File: config.mk
export PLATFORM = sky130hd
export DESIGN_NAME = vme_rmw_seq
export DESIGN_NICKNAME = d
export VERILOG_FILES = /design/src/rtl/rmw_seq_pkg.sv /design/src/rtl/rmw_split.sv /design/src/rtl/rmw_issue.sv /design/src/rtl/rmw_fsm.sv /design/src/rtl/vme_rmw_seq.sv
export SDC_FILE = /design/constraint.sdc
export NUM_CORES = 1
export LEC_CHECK = 0
export BUFFER_PORTS_ARGS = -buffer_cell sky130_fd_sc_hd__clkbuf_2
export CORE_ASPECT_RATIO = 1.1
export CORE_MARGIN = 2
export CORE_UTILIZATION = 61
export CTS_CLUSTER_SIZE = 24
export DETAILED_ROUTE_END_ITERATION = 6
export PLACE_DENSITY_LB_ADDON = 0.12
export SYNTH_ARGS = -nofsm -noshare
export SYNTH_HDL_FRONTEND = slang
export SYNTH_HIERARCHICAL = 1
export SYNTH_SLANG_ARGS = --single-unit
File: constraint.sdc
create_clock -name clk_i -period 2.4 [get_ports clk_i]
set_input_delay 0.12 -clock clk_i [delete_from_list [all_inputs] [get_ports clk_i]]
set_output_delay 0.12 -clock clk_i [all_outputs]
set_load 0.02 [all_outputs]
File: src/rtl/rmw_seq_pkg.sv
`timescale 1ns/1ps
package rmw_seq_pkg;

  typedef enum logic [2:0] {
    ST_IDLE,
    ST_RMW_READ,
    ST_RMW_HOLD,
    ST_RMW_WRITE,
    ST_PASS
  } rmw_state_e;

  function automatic logic [2:0] size_to_bytes(input logic [1:0] size);
    case (size)
      2'd0:    size_to_bytes = 3'd1;
      2'd1:    size_to_bytes = 3'd2;
      default: size_to_bytes = 3'd4;
    endcase
  endfunction

endpackage

File: src/rtl/rmw_split.sv
`timescale 1ns/1ps
module rmw_split #(
  parameter int AW         = 32,
  parameter int WORD_BYTES = 4
) (
  input  logic [AW-1:0]                 addr_i,
  input  logic [1:0]                    size_i,
  output logic [AW-1:0]                 b0_addr_o,
  output logic [$clog2(WORD_BYTES):0]   b0_bytes_o,
  output logic [AW-1:0]                 b1_addr_o,
  output logic [$clog2(WORD_BYTES):0]   b1_bytes_o,
  output logic                          split_o,
  output logic                          misalign_o
);
  import rmw_seq_pkg::*;

  localparam int OFF_W = $clog2(WORD_BYTES);
  localparam int BW    = OFF_W + 1;
  localparam int HW    = AW - OFF_W;
  localparam logic [HW-1:0] ONE_WORD = HW'(1);

  logic [BW-1:0] len, off, room, mask;

  always_comb begin
    len  = BW'(size_to_bytes(size_i));
    off  = {1'b0, addr_i[OFF_W-1:0]};
    room = BW'(WORD_BYTES) - off;
    mask = len - BW'(1);
  end

  assign split_o    = len > room;
  assign misalign_o = |(addr_i[OFF_W-1:0] & mask[OFF_W-1:0]);
  assign b0_addr_o  = addr_i;
  assign b0_bytes_o = split_o ? room : len;
  assign b1_addr_o  = {addr_i[AW-1:OFF_W] + ONE_WORD, {OFF_W{1'b0}}};
  assign b1_bytes_o = split_o ? (len - room) : '0;

endmodule

File: src/rtl/rmw_issue.sv
`timescale 1ns/1ps
module rmw_issue #(
  parameter int AW = 32,
  parameter int BW = 3
) (
  input  logic          clk_i,
  input  logic          rst_ni,
  input  logic          load_i,
  input  logic          two_i,
  input  logic          write_i,
  input  logic [AW-1:0] b0_addr_i,
  input  logic [BW-1:0] b0_bytes_i,
  input  logic [AW-1:0] b1_addr_i,
  input  logic [BW-1:0] b1_bytes_i,
  input  logic          done_i,
  output logic          cmd_valid_o,
  output logic [AW-1:0] cmd_addr_o,
  output logic [BW-1:0] cmd_bytes_o,
  output logic          cmd_write_o,
  output logic          first_done_o,
  output logic          last_done_o
);

  logic          cur_vld_q, pend_vld_q, wr_q;
  logic [AW-1:0] cur_addr_q, pend_addr_q;
  logic [BW-1:0] cur_bytes_q, pend_bytes_q;

  assign first_done_o = done_i & cur_vld_q & pend_vld_q;
  assign last_done_o  = done_i & cur_vld_q & ~pend_vld_q;

  always_ff @(posedge clk_i or negedge rst_ni) begin
    if (!rst_ni) begin
      cur_vld_q    <= 1'b0;
      pend_vld_q   <= 1'b0;
      wr_q         <= 1'b0;
      cur_addr_q   <= '0;
      cur_bytes_q  <= '0;
      pend_addr_q  <= '0;
      pend_bytes_q <= '0;
    end else if (load_i) begin
      cur_vld_q    <= 1'b1;
      pend_vld_q   <= two_i;
      wr_q         <= write_i;
      cur_addr_q   <= b0_addr_i;
      cur_bytes_q  <= b0_bytes_i;
      pend_addr_q  <= b1_addr_i;
      pend_bytes_q <= b1_bytes_i;
    end else if (first_done_o) begin
      pend_vld_q  <= 1'b0;
      cur_addr_q  <= pend_addr_q;
      cur_bytes_q <= pend_bytes_q;
    end else if (last_done_o) begin
      cur_vld_q <= 1'b0;
    end
  end

  assign cmd_valid_o = cur_vld_q;
  assign cmd_addr_o  = cur_addr_q;
  assign cmd_bytes_o = cur_bytes_q;
  assign cmd_write_o = wr_q;

endmodule

File: src/rtl/rmw_fsm.sv
`timescale 1ns/1ps
module rmw_fsm (
  input  logic clk_i,
  input  logic rst_ni,
  input  logic req_i,
  input  logic lock_i,
  input  logic write_i,
  input  logic split_i,
  input  logic misalign_i,
  input  logic abort_i,
  input  logic first_done_i,
  input  logic last_done_i,
  output logic ready_o,
  output logic acc_o,
  output logic hold_o,
  output logic viol_o
);
  import rmw_seq_pkg::*;

  rmw_state_e st_q, st_d;
  logic       viol_q, opens, closes;

  assign ready_o = (st_q == ST_IDLE) | ((st_q == ST_RMW_HOLD) & ~abort_i);
  assign acc_o   = req_i & ready_o;
  assign opens   = (st_q == ST_IDLE) & lock_i & ~write_i;
  assign closes  = (st_q == ST_RMW_HOLD);

  always_comb begin
    st_d = st_q;
    unique case (st_q)
      ST_IDLE:      if (acc_o) st_d = opens ? ST_RMW_READ : ST_PASS;
      ST_RMW_READ:  if (first_done_i) st_d = ST_RMW_WRITE;  // second half closes
                    else if (last_done_i) st_d = ST_RMW_HOLD;
      ST_RMW_HOLD:  if (abort_i) st_d = ST_IDLE;
                    else if (acc_o) st_d = ST_RMW_WRITE;
      ST_RMW_WRITE: if (first_done_i) st_d = ST_PASS;       // tail runs unheld
                    else if (last_done_i) st_d = ST_IDLE;
      ST_PASS:      if (last_done_i) st_d = ST_IDLE;
      default:      st_d = ST_IDLE;
    endcase
  end

  always_ff @(posedge clk_i or negedge rst_ni) begin
    if (!rst_ni) begin
      st_q   <= ST_IDLE;
      viol_q <= 1'b0;
    end else begin
      st_q   <= st_d;
      viol_q <= acc_o & (opens | closes) & (split_i | misalign_i);
    end
  end

  assign hold_o = (st_q == ST_RMW_READ) | (st_q == ST_RMW_HOLD) | (st_q == ST_RMW_WRITE);
  assign viol_o = viol_q;

endmodule

File: src/rtl/vme_rmw_seq.sv
`timescale 1ns/1ps
module vme_rmw_seq #(
  parameter int AW         = 32,
  parameter int WORD_BYTES = 4,
  localparam int BW        = $clog2(WORD_BYTES) + 1
) (
  input  logic          clk_i,
  input  logic          rst_ni,
  input  logic          host_req_i,
  input  logic          host_vme_i,
  input  logic          host_lock_i,
  input  logic          host_write_i,
  input  logic [1:0]    host_size_i,
  input  logic [AW-1:0] host_addr_i,
  input  logic          host_abort_i,
  output logic          host_ready_o,
  output logic          host_done_o,
  output logic          cmd_valid_o,
  output logic [AW-1:0] cmd_addr_o,
  output logic [BW-1:0] cmd_bytes_o,
  output logic          cmd_write_o,
  input  logic          cmd_done_i,
  output logic          bus_hold_o,
  output logic          atom_viol_o
);

  logic [AW-1:0] b0_addr, b1_addr;
  logic [BW-1:0] b0_bytes, b1_bytes;
  logic          split, misalign, acc, first_done, last_done;

  rmw_split #(.AW(AW), .WORD_BYTES(WORD_BYTES)) u_split (
    .addr_i     (host_addr_i),
    .size_i     (host_size_i),
    .b0_addr_o  (b0_addr),
    .b0_bytes_o (b0_bytes),
    .b1_addr_o  (b1_addr),
    .b1_bytes_o (b1_bytes),
    .split_o    (split),
    .misalign_o (misalign)
  );

  rmw_fsm u_fsm (
    .clk_i        (clk_i),
    .rst_ni       (rst_ni),
    .req_i        (host_req_i & host_vme_i),
    .lock_i       (host_lock_i),
    .write_i      (host_write_i),
    .split_i      (split),
    .misalign_i   (misalign),
    .abort_i      (host_abort_i),
    .first_done_i (first_done),
    .last_done_i  (last_done),
    .ready_o      (host_ready_o),
    .acc_o        (acc),
    .hold_o       (bus_hold_o),
    .viol_o       (atom_viol_o)
  );

  rmw_issue #(.AW(AW), .BW(BW)) u_issue (
    .clk_i        (clk_i),
    .rst_ni       (rst_ni),
    .load_i       (acc),
    .two_i        (split),
    .write_i      (host_write_i),
    .b0_addr_i    (b0_addr),
    .b0_bytes_i   (b0_bytes),
    .b1_addr_i    (b1_addr),
    .b1_bytes_i   (b1_bytes),
    .done_i       (cmd_done_i),
    .cmd_valid_o  (cmd_valid_o),
    .cmd_addr_o   (cmd_addr_o),
    .cmd_bytes_o  (cmd_bytes_o),
    .cmd_write_o  (cmd_write_o),
    .first_done_o (first_done),
    .last_done_o  (last_done)
  );

  assign host_done_o = last_done;

endmodule

==> results of run 1 <==
power by group:
part / leakage [nW] / internal, W / switching, W
registers: 0.905 / 0.00194 / 0.000430
clock network: 0.110 / 0.000644 / 0.000459
logic: 1.24 / 0.00103 / 0.00137
critical path: stages:
cell      delay, ns
clkbuf_2       0.08
nor2b_1        0.30
inv_1          0.11
ha_1           0.24
ha_1           0.34
o21a_1         0.16
o21a_1         0.27
mux2_2         0.37
nor2b_1        0.13
a21oi_2        0.04
registers in the layout (all words and copies together), names as in the netlist:
register	flops
u_fsm/viol_o	1
u_issue/pend_vld_q	1
u_fsm/st_q	3
u_issue/pend_bytes_q	3
u_issue/cmd_write_o	1
u_issue/pend_addr_q	32
u_issue/cmd_bytes_o	3
u_issue/cmd_addr_o	32
u_issue/cmd_valid_o	1
area by class of cell:
class                   instances  area [µm²]
fillers                       626        2360
clock inverters                 3        67.6
clock buffers                  13         159
repair buffers                 88         473
flip-flops and latches         77        1930
multi-input cells             308        2280
inverters                      13        55.1
well taps                      87         109
path summary, 6_finish.rpt:
check	slack, ns	end	startpoint	cells after the start
setup / recovery	0.47	u_issue/cmd_bytes_o[2]	host_size_i[0]	10
hold / removal	0.04	u_issue/cmd_write_o	host_write_i	2
setup reg to reg	0.48	u_issue/pend_addr_q[6]	u_fsm/st_q[1]	5
hold reg to reg	0.51	u_issue/pend_addr_q[23]	u_issue/pend_addr_q[23]	1
max in group asynchronous	1.40	u_issue/pend_addr_q[1]	rst_ni	3
min in group asynchronous	0.30	u_issue/pend_addr_q[12]	rst_ni	2
placed cells by master, fill, tap and decap left out, drive strengths merged, types with 3 or more instances in the layout:
cell / count
nand2: 47
buf: 6
a21oi: 73
o21ai: 5
xor2: 6
nand3: 18
nor4: 4
nor2: 13
and2: 3
ha: 6
mux2: 39
and4: 3
and3: 4
clkbuf: 94
nand4: 9
inv: 12
dfrtp: 77
nor2b: 38
xnor2: 23
per-layer routing:
metal  vias up  wire length [µm]  GRT usage
met1      1550              4110      0.300
met4         0               170     0.0962
met5         -                 0          0
met2        79              4350      0.374
met3        16               364     0.0334
li1       1584                 -          -
per-stage QoR:
stage	cell area, µm²	std cells	util	power (W)
after CTS	5070	589	0.683	0.00594
after global routing	5070	589	0.683	0.00627
after detailed placement	4840	572	0.651	0.00481
after global placement	4840	572	0.651	0.00471
after floorplan	4680	453	-	0.00420
final	5070	589	0.683	0.00588
cell families after synthesis:
| logic type | count (synthesis) | synth area share |
|---|---|---|
| other | 1 | 0.000801 |
| adder cells (fa/ha/maj) | 7 | 0.0203 |
| AND/OR/NAND/NOR | 144 | 0.167 |
| buffers and inverters | 68 | 0.101 |
| AO/OA/AOI/OAI | 85 | 0.146 |
| flip-flops | 77 | 0.412 |
| multiplexers | 41 | 0.0989 |
| XOR/XNOR | 29 | 0.0543 |
==> impl_results.md, run 1 <==
- Run status: finished clean
- Critical path required time: 2.63 ns
- Synth Area per Inst: 10.4 µm²
- Most common cell in the netlist: dfrtp_1
- Final hold violation count: 0
- Core area: 7430 µm²
- Yosys top cell area share: 0.412
- GRT Total Usage: 0.227
- Row cnt: 33
- Post-CTS sizing: 0
- FMAX: 518 MHz
- Netlist cell types: 47
- Layout Nets: 546
- Final setup fails: 0
- Grt total ovfl: 0
- CTS Hold Bufs: 1
- Area contributors post-synth: dfrtp_1, a21oi_2, mux2_2
- CTS sink cnt: 77
- Initial DRC count: 168
- Worst Path Arrival: 2.17 ns
- Setup TNS: 0 ns
- CTS tree: done
- Global-route wire length before repair: 15.0 mm
- Crit start category: primary input
- P&R area growth vs syn: 8.39%
- Number of CTS-inserted buffers: 9
- Clock root buffer: clkbuf_8
- Setup ws final: 0.468 ns
- CTS max path bufs: 2
- Die width: 87.5 µm
- Vias in the first global route: 3194
- CP Max Fanout: 7
- Async SR Flop Fraction: 1.00
- Crit path time final: 1.93 ns
- Initial core utilization: 0.630
- RD Place Congestion: 0.860
- H-Tree Depth: 3
- Clock transition at the registers of the reported paths: 0.08 ns
- Place WS: 0.112 ns
- Post-Syn Area: 4680 µm²
- Ys Warns: 6
- Overall routed net length: 9.00 mm
- Post-synth EDFFs: 0
- DRT antenna net count: 0
- Hold Path Class: primary input to register
- Mapped Cells: 452
- Post-DP HPWL: 6.08 mm
- CP Class: primary input to register
- Antenna violations before repair: 0
- Worst-margin pin slew: 0.597 ns
- Top FF cell, synth: dfrtp_1
- Clk_lat worst skew: 0.34 ns
- RSZ-0062 raised after global routing: no
- Io pins: 83
- First-pass DRT Iterations: 4
- DRC Markers: 0
- Leakage: 2.26 nW
- WL/cell: 15.3 µm
- Slew HR: 0.600
- VDD IR max: 0.630 mV
- Largest net degree at the start of global routing: 77
- Max-slew violations: 0
- Via count: 3229
- #FFs+latches synth: 77
- Dominant cell type by area after synthesis: dfrtp_1
- Worst clock skew: 0.0100 ns
- PortBufs: 82
- Synth cell count leaders: dfrtp_1, a21oi_2, nand2_1
- Setup Fix Bufs, Post-CTS: 0
- Antenna Cells: 0
- Die area: 8390 µm²
- CP Capture Type: register
- Register area share after synthesis: 0.412
- Tcrit/Tclk final: 0.805
- Vias/cell: 5.48
- Max Cap Viol: 0
- Worst hold margin: 0.0401 ns
- Layout cell share with drive strength beyond 1: 0.420
- Die height: 95.9 µm
- PwrDens: 1160 nW/µm²
Power figures use the tool's default switching activity.
==> run 2, diff against run 1 <==
- CORE_UTILIZATION: 61 -> 57
- clock period: 2.4 -> 1.9 ns (I/O delays scaled with it)
==> run 2 against run 1 <==
Effect of this change:
- register-to-register slack got worse by 0.27 ns
- clock skew decreased by 0.0023 ns
- cell count increased by 6.6%
- clock power decreased by 8%
- hold slack got worse by 0.026 ns
- global-route usage decreased by 0.60 points
- first-iteration DRC count decreased by 13%
- cell area increased by 2.9%
- via count increased by 3.3%
- power increased by 22%
- sequential power increased by 25%
- die area increased by 6.7%
- highest routed layer unchanged
==> impl_results.md, run 2 (synthesis gave the netlist of run 1 again) <==
- Run status: finished clean
- Highest cell delay on the worst timing path: 0.47 ns (+0.10 ns)
- CP Class: register to register
- PortBufs: 82 (unchanged)
- Worst Path Arrival: 1.92 ns (-0.25 ns)
- Final total power: 0.00717 W (+22%)
- Largest net degree at the start of global routing: 47 (-39%)
- Global-route wire length before repair: 16.0 mm (+7.2%)
- Number of CTS-inserted buffers: 9 (unchanged)
- Placed cell areas: 5070 µm² (+4.7%)
- Vias/cell: 5.31 (-3.1%)
- Worst clock skew: 0.00772 ns (-0.00233 ns)
- CTS sink cnt: 77 (unchanged)
- Layout cell share with drive strength beyond 1: 0.444 (+0.0239)
- CTS tree: done
- CTS max path bufs: 2 (unchanged)
- CP Capture Point: u_issue/pend_addr_q[28]
- Grt total ovfl: 0 (unchanged)
- Tcrit/Tclk final: 0.890
- Die area: 8950 µm² (+6.7%)
- Final setup fails: 0 (unchanged)
- Reg2reg start: u_fsm/st_q[0]
- CP Capture Type: register
- Initial core utilization: 0.588 (-0.0414)
- Clk_lat worst skew: 0.34 ns (about the same)
- Core area: 7960 µm² (+7.0%)
- CP startpoint: u_fsm/st_q[0]
- Io pins: 83 (unchanged)
- Post-DP HPWL: 6.62 mm (+9.0%)
- DRC Markers: 0 (unchanged)
- Final hold violation count: 0 (unchanged)
- Initial DRC count: 147 (-13%)
- Clock root buffer: clkbuf_8
- Vias in the first global route: 3336 (+4.4%)
- First-pass DRT Iterations: 4 (unchanged)
- VDD IR max: 0.761 mV (+21%)
- RSZ-0062 raised after global routing: no
- GRT Total Usage: 0.221 (-0.00596)
- WL/cell: 14.7 µm (-3.6%)
- Layout Nets: 566 (+3.7%)
- Antenna Cells: 0 (unchanged)
- Worst Reg-to-Reg Cells: 5 (unchanged)
- Worst path slowest cell: dfrtp_1
- Max Cap Viol: 0 (unchanged)
- Buf/Inv on CP: 2 (unchanged)
- Worst path cell trace: a211oi_4, nand2_1, clkinv_2, buf_12, mux2_2
- Post-CTS sizing: 0 (unchanged)
- Critical path required time: 2.13 ns (-0.50 ns)
- Final Cell Area: 5220 µm² (+2.9%)
- P&R area growth vs syn: 11.6%
- DRT antenna net count: 0 (unchanged)
- CP Max Fanout: 46 (+39)
- FMAX: 592 MHz
- Crit path depth: 5 (-5)
- Setup ws final: 0.210 ns (-0.258 ns)
- Clock transition at the registers of the reported paths: 0.07 ns (about the same)
- Crit start category: register
- Overall routed net length: 9.25 mm (+2.8%)
- Max-slew violations: 0 (unchanged)
- Place WS: -0.107 ns (-0.219 ns)
- Commonest non-fill, non-tap cells in the layout: clkbuf_2, dfrtp_1, a21oi_2
- RD Place Congestion: 0.772 (-10%)
- Top delay family on crit path: flip-flops
- Via count: 3336 (+3.3%)
- Row cnt: 34 (+3.0%)
- Leakage: 2.34 nW (+3.7%)
- H-Tree Depth: 3 (unchanged)
- Die height: 99.0 µm (+3.3%)
- Commonest non-fill, non-tap cell in the layout: clkbuf_2
- Reg2reg end: u_issue/pend_addr_q[28]
- Crit path time final: 1.69 ns
- Worst R2R Setup Slack: 0.21 ns (-0.27 ns)
- PwrDens: 1370 nW/µm² (+18%)
- Hold Path Class: primary input to register
- Antenna violations before repair: 0 (unchanged)
- Die width: 90.4 µm (+3.3%)
-- run 2: layout make-up --
cell class	instances	area [µm²]
Fill cell	672	2730
Inverter	13	55.1
Clock inverter	3	15.0
Timing Repair Buffer	108	661
Multi-Input combinational cell	308	2300
Clock buffer	11	131
Tap cell	108	135
Sequential cell	77	1930
-- run 2: worst reg2reg max path: cells and delay by family, from the launching register on --
family / cells / cell delay [ns]
muxes: 1 / 0.39
buffers and inverters: 2 / 0.38
DFF: 1 / 0.47
AOI/OAI and AO/OA: 1 / 0.21
and+or+nand+nor: 1 / 0.13
-- run 2: metrics by stage --
stage / TNS [ns] / instances / util / hold WS, ns
6_report: 0 / 628 / 0.656 / 0.0143
4_1_cts: 0 / 628 / 0.656 / 0.00326
3_5_place_dp: -0.175 / 613 / 0.637 / 0.0677
5_1_grt: 0 / 628 / 0.656 / 0.0161
2_1_floorplan: 0 / 453 / - / -0.201
3_3_place_gp: -0.0422 / 613 / 0.637 / 0.0597
-- run 2: what timing repair did --
item	4_1_cts	5_1_grt
hold buffers	1	0
buffers inserted	0	0
hold endpoints to repair	28	0
-- run 2: worst min-delay path by stage --
stage,from,to,slack (ns),cells after the start
after floorplan,rst_ni,u_fsm/st_q[0],-0.20,0
after global routing,host_write_i,u_issue/cmd_write_o,0.02,2
after global placement,rst_ni,u_issue/cmd_addr_o[6],0.06,1
after CTS,host_write_i,u_issue/cmd_write_o,0.003,2
after detailed placement,rst_ni,u_issue/cmd_addr_o[5],0.07,1
final,host_write_i,u_issue/cmd_write_o,0.01,2
-- run 2: per-layer routing --
metal	global-route usage	up-vias	wire (µm)
met5	0	-	0
li1	-	1626	-
met4	0.0769	0	99
met1	0.308	1617	4430
met2	0.356	85	4350
met3	0.0352	8	372
-- run 2: power breakdown --
part           leakage [nW]  switching (W)  internal (W)
Clock                0.0788       0.000558      0.000455
Combinational          1.36        0.00179       0.00140
Sequential            0.905       0.000506       0.00246
Total                  2.34        0.00285       0.00431
==> run 3, diff against run 2 <==
- RECOVER_POWER: default -> 50
==> run 3 against run 2 <==
Effect of this change:
- non-clock buffer count unchanged
- via count is 0.27% lower
- flip-flop and latch count did not move
- clock power about the same
- fmax is essentially flat
- highest routed layer unchanged
- cell area fell by 0.96%
- critical path depth stayed put
==> impl_results.md, run 3 (synthesis gave the netlist of run 1 again) <==
- Worst R2R Setup Slack: 0.21 ns (about the same)
- Highest cell delay on the worst timing path: 0.48 ns (about the same)
- Worst Hold End: u_issue/cmd_write_o
- Clk_lat worst skew: 0.34 ns (about the same)
- Post-DP HPWL: 6.62 mm (unchanged)
- Clock root buffer: clkbuf_8
- P&R area growth vs syn: 10.5%
- Initial DRC count: 156 (+6.1%)
- Clock transition at the registers of the reported paths: 0.07 ns (about the same)
- CP Max Fanout: 46 (unchanged)
- Commonest non-fill, non-tap cell in the layout: dfrtp_1
- Worst path slowest cell: dfrtp_1
- Vias/cell: 5.30 (-0.27%)
- Slew HR: 0.474
- Die area: 8950 µm² (unchanged)
- Post-Layout Cell Count: 628 (unchanged)
- Overall routed net length: 9.27 mm (+0.21%)
- Crit start category: register
- CTS tree: done
- Final setup fails: 0 (unchanged)
- Layout cell share with drive strength beyond 1: 0.402 (-0.0423)
- CP startpoint: u_fsm/st_q[0]
- FMAX: 591 MHz (about the same)
- Worst-margin pin slew: 0.789 ns
- Post-placement cell count: 613 (unchanged)
- DRT antenna net count: 0 (unchanged)
- H-Tree Depth: 3 (unchanged)
- Die height: 99.0 µm (unchanged)
- Layout Nets: 566 (unchanged)
- Util after Layout: 0.650 (-0.00629)
- Row cnt: 34 (unchanged)
- Worst path cell trace: a211oi_4, nand2_1, clkinv_2, buf_12, mux2_2
- Vias in the first global route: 3336 (unchanged)
- Global-route wire length before repair: 16.0 mm (unchanged)
- Critical path required time: 2.13 ns (about the same)
- Final hold violation count: 0 (unchanged)
- DRC Markers: 0 (unchanged)
- CP Capture Type: register
- Hold path start: host_write_i
- CTS max path bufs: 2 (unchanged)
- Layout fillers: 694 (+3.3%)
- RSZ-0062 raised after global routing: no
- Max Cap Viol: 0 (unchanged)
- Worst Path Arrival: 1.92 ns (about the same)
- Antenna Cells: 0 (unchanged)
- Io pins: 83 (unchanged)
- PwrDens: 1370 nW/µm² (about the same)
- VDD IR max: 0.724 mV (-4.9%)
- GRT Total Usage: 0.221 (unchanged)
- Crit path time final: 1.69 ns (+0.00119 ns)
- Run status: finished clean
- CTS sink cnt: 77 (unchanged)
- Max-slew violations: 0 (unchanged)
- Largest net degree at the start of global routing: 47 (unchanged)
- Setup TNS: 0 ns (unchanged)
- Hold Path Class: primary input to register
- Tcrit/Tclk final: 0.890 (about the same)
- Antenna violations before repair: 0 (unchanged)
- PortBufs: 82 (unchanged)
- Worst Reg-to-Reg Cells: 5 (unchanged)
- WL/cell: 14.8 µm (+0.21%)
- Worst clock skew: 0.00780 ns (+0.0000838 ns)
- Grt total ovfl: 0 (unchanged)
- Initial core utilization: 0.588 (unchanged)
- Number of CTS-inserted buffers: 9 (unchanged)
- Core area: 7960 µm² (unchanged)
- Via count: 3327 (-0.27%)
- Reg2reg start: u_fsm/st_q[0]
- First-pass DRT Iterations: 4 (unchanged)
- Leakage: 2.27 nW (-3.1%)
- RD Place Congestion: 0.772 (unchanged)
- CP Class: register to register
- Worst Hold Depth: 2 (unchanged)
- Commonest non-fill, non-tap cells in the layout: dfrtp_1, clkbuf_2, a21oi_2
- Die width: 90.4 µm (unchanged)
- Reg2reg end: u_issue/pend_bytes_q[2]
## run 3: changes by cell type in the layout (fill, tap and decap cells not counted)
cell      previous run  this run
buf_4               22        19
clkbuf_1             2        24
buf_12               4         3
clkbuf_2            81        63
## run 3: worst max-delay path by stage
stage / to / slack, ns / depth (start not counted)
after floorplan: u_issue/cmd_bytes_o[2] / 0.01 / 11
after global placement: u_issue/cmd_bytes_o[2] / -0.04 / 9
after detailed placement: u_issue/cmd_bytes_o[2] / -0.11 / 9
after CTS: u_issue/pend_bytes_q[2] / 0.21 / 5
after global routing: u_issue/pend_addr_q[4] / 0.11 / 5
final: u_issue/pend_bytes_q[2] / 0.21 / 5
## run 3: power breakdown
group	internal [W]	switching, W	total (W)
Sequential	0.00245	0.000503	0.00296
Combinational	0.00134	0.00179	0.00313
Clock	0.000455	0.000558	0.00101
Total	0.00425	0.00285	0.00710
## run 3: through the flow
step	area, µm²	total power [W]	worst slack [ns]	hold slack [ns]
after CTS	5220	0.00725	0.211	0.00326
after detailed placement	5070	0.00622	-0.107	0.0677
after global placement	5070	0.00609	-0.0422	0.0597
final	5170	0.00710	0.209	0.0152
after global routing	5170	0.00763	0.112	0.0161
after floorplan	4700	0.00531	0.0144	-0.201
## run 3: critical path, delay by kind of cell, from the launching register on
kind                   cells  cell delay (ns)
buffers and inverters      2             0.38
AOI/OAI and AO/OA          1             0.21
DFF                        1             0.48
muxes                      1             0.37
and+or+nand+nor            1             0.13
## run 3: routing by layer
metal | track usage | vias up | part of all wire
met2 | 0.356 | 80 | 0.47
met4 | 0.0769 | 0 | 0.011
met5 | 0 | - | 0
met1 | 0.308 | 1614 | 0.48
li1 | - | 1625 | -
met3 | 0.0352 | 8 | 0.041
## run 3: layout make-up
type | count | area [µm²] | area share
inverters | 13 | 55.1 | 0.0106
clock inverters | 3 | 15.0 | 0.00290
well taps | 108 | 135 | 0.0261
multi-input cells | 308 | 2300 | 0.444
flip-flops and latches | 77 | 1930 | 0.373
clock buffers | 11 | 131 | 0.0254
repair buffers | 108 | 611 | 0.118
## run 3: timing repair
item                                   in CTS  in global routing
buffers inserted                            0                  0
hold buffers                                1                  0
resized for setup                           0                  0
endpoints found under the hold margin      28                  0
setup endpoints to repair                   0                  0
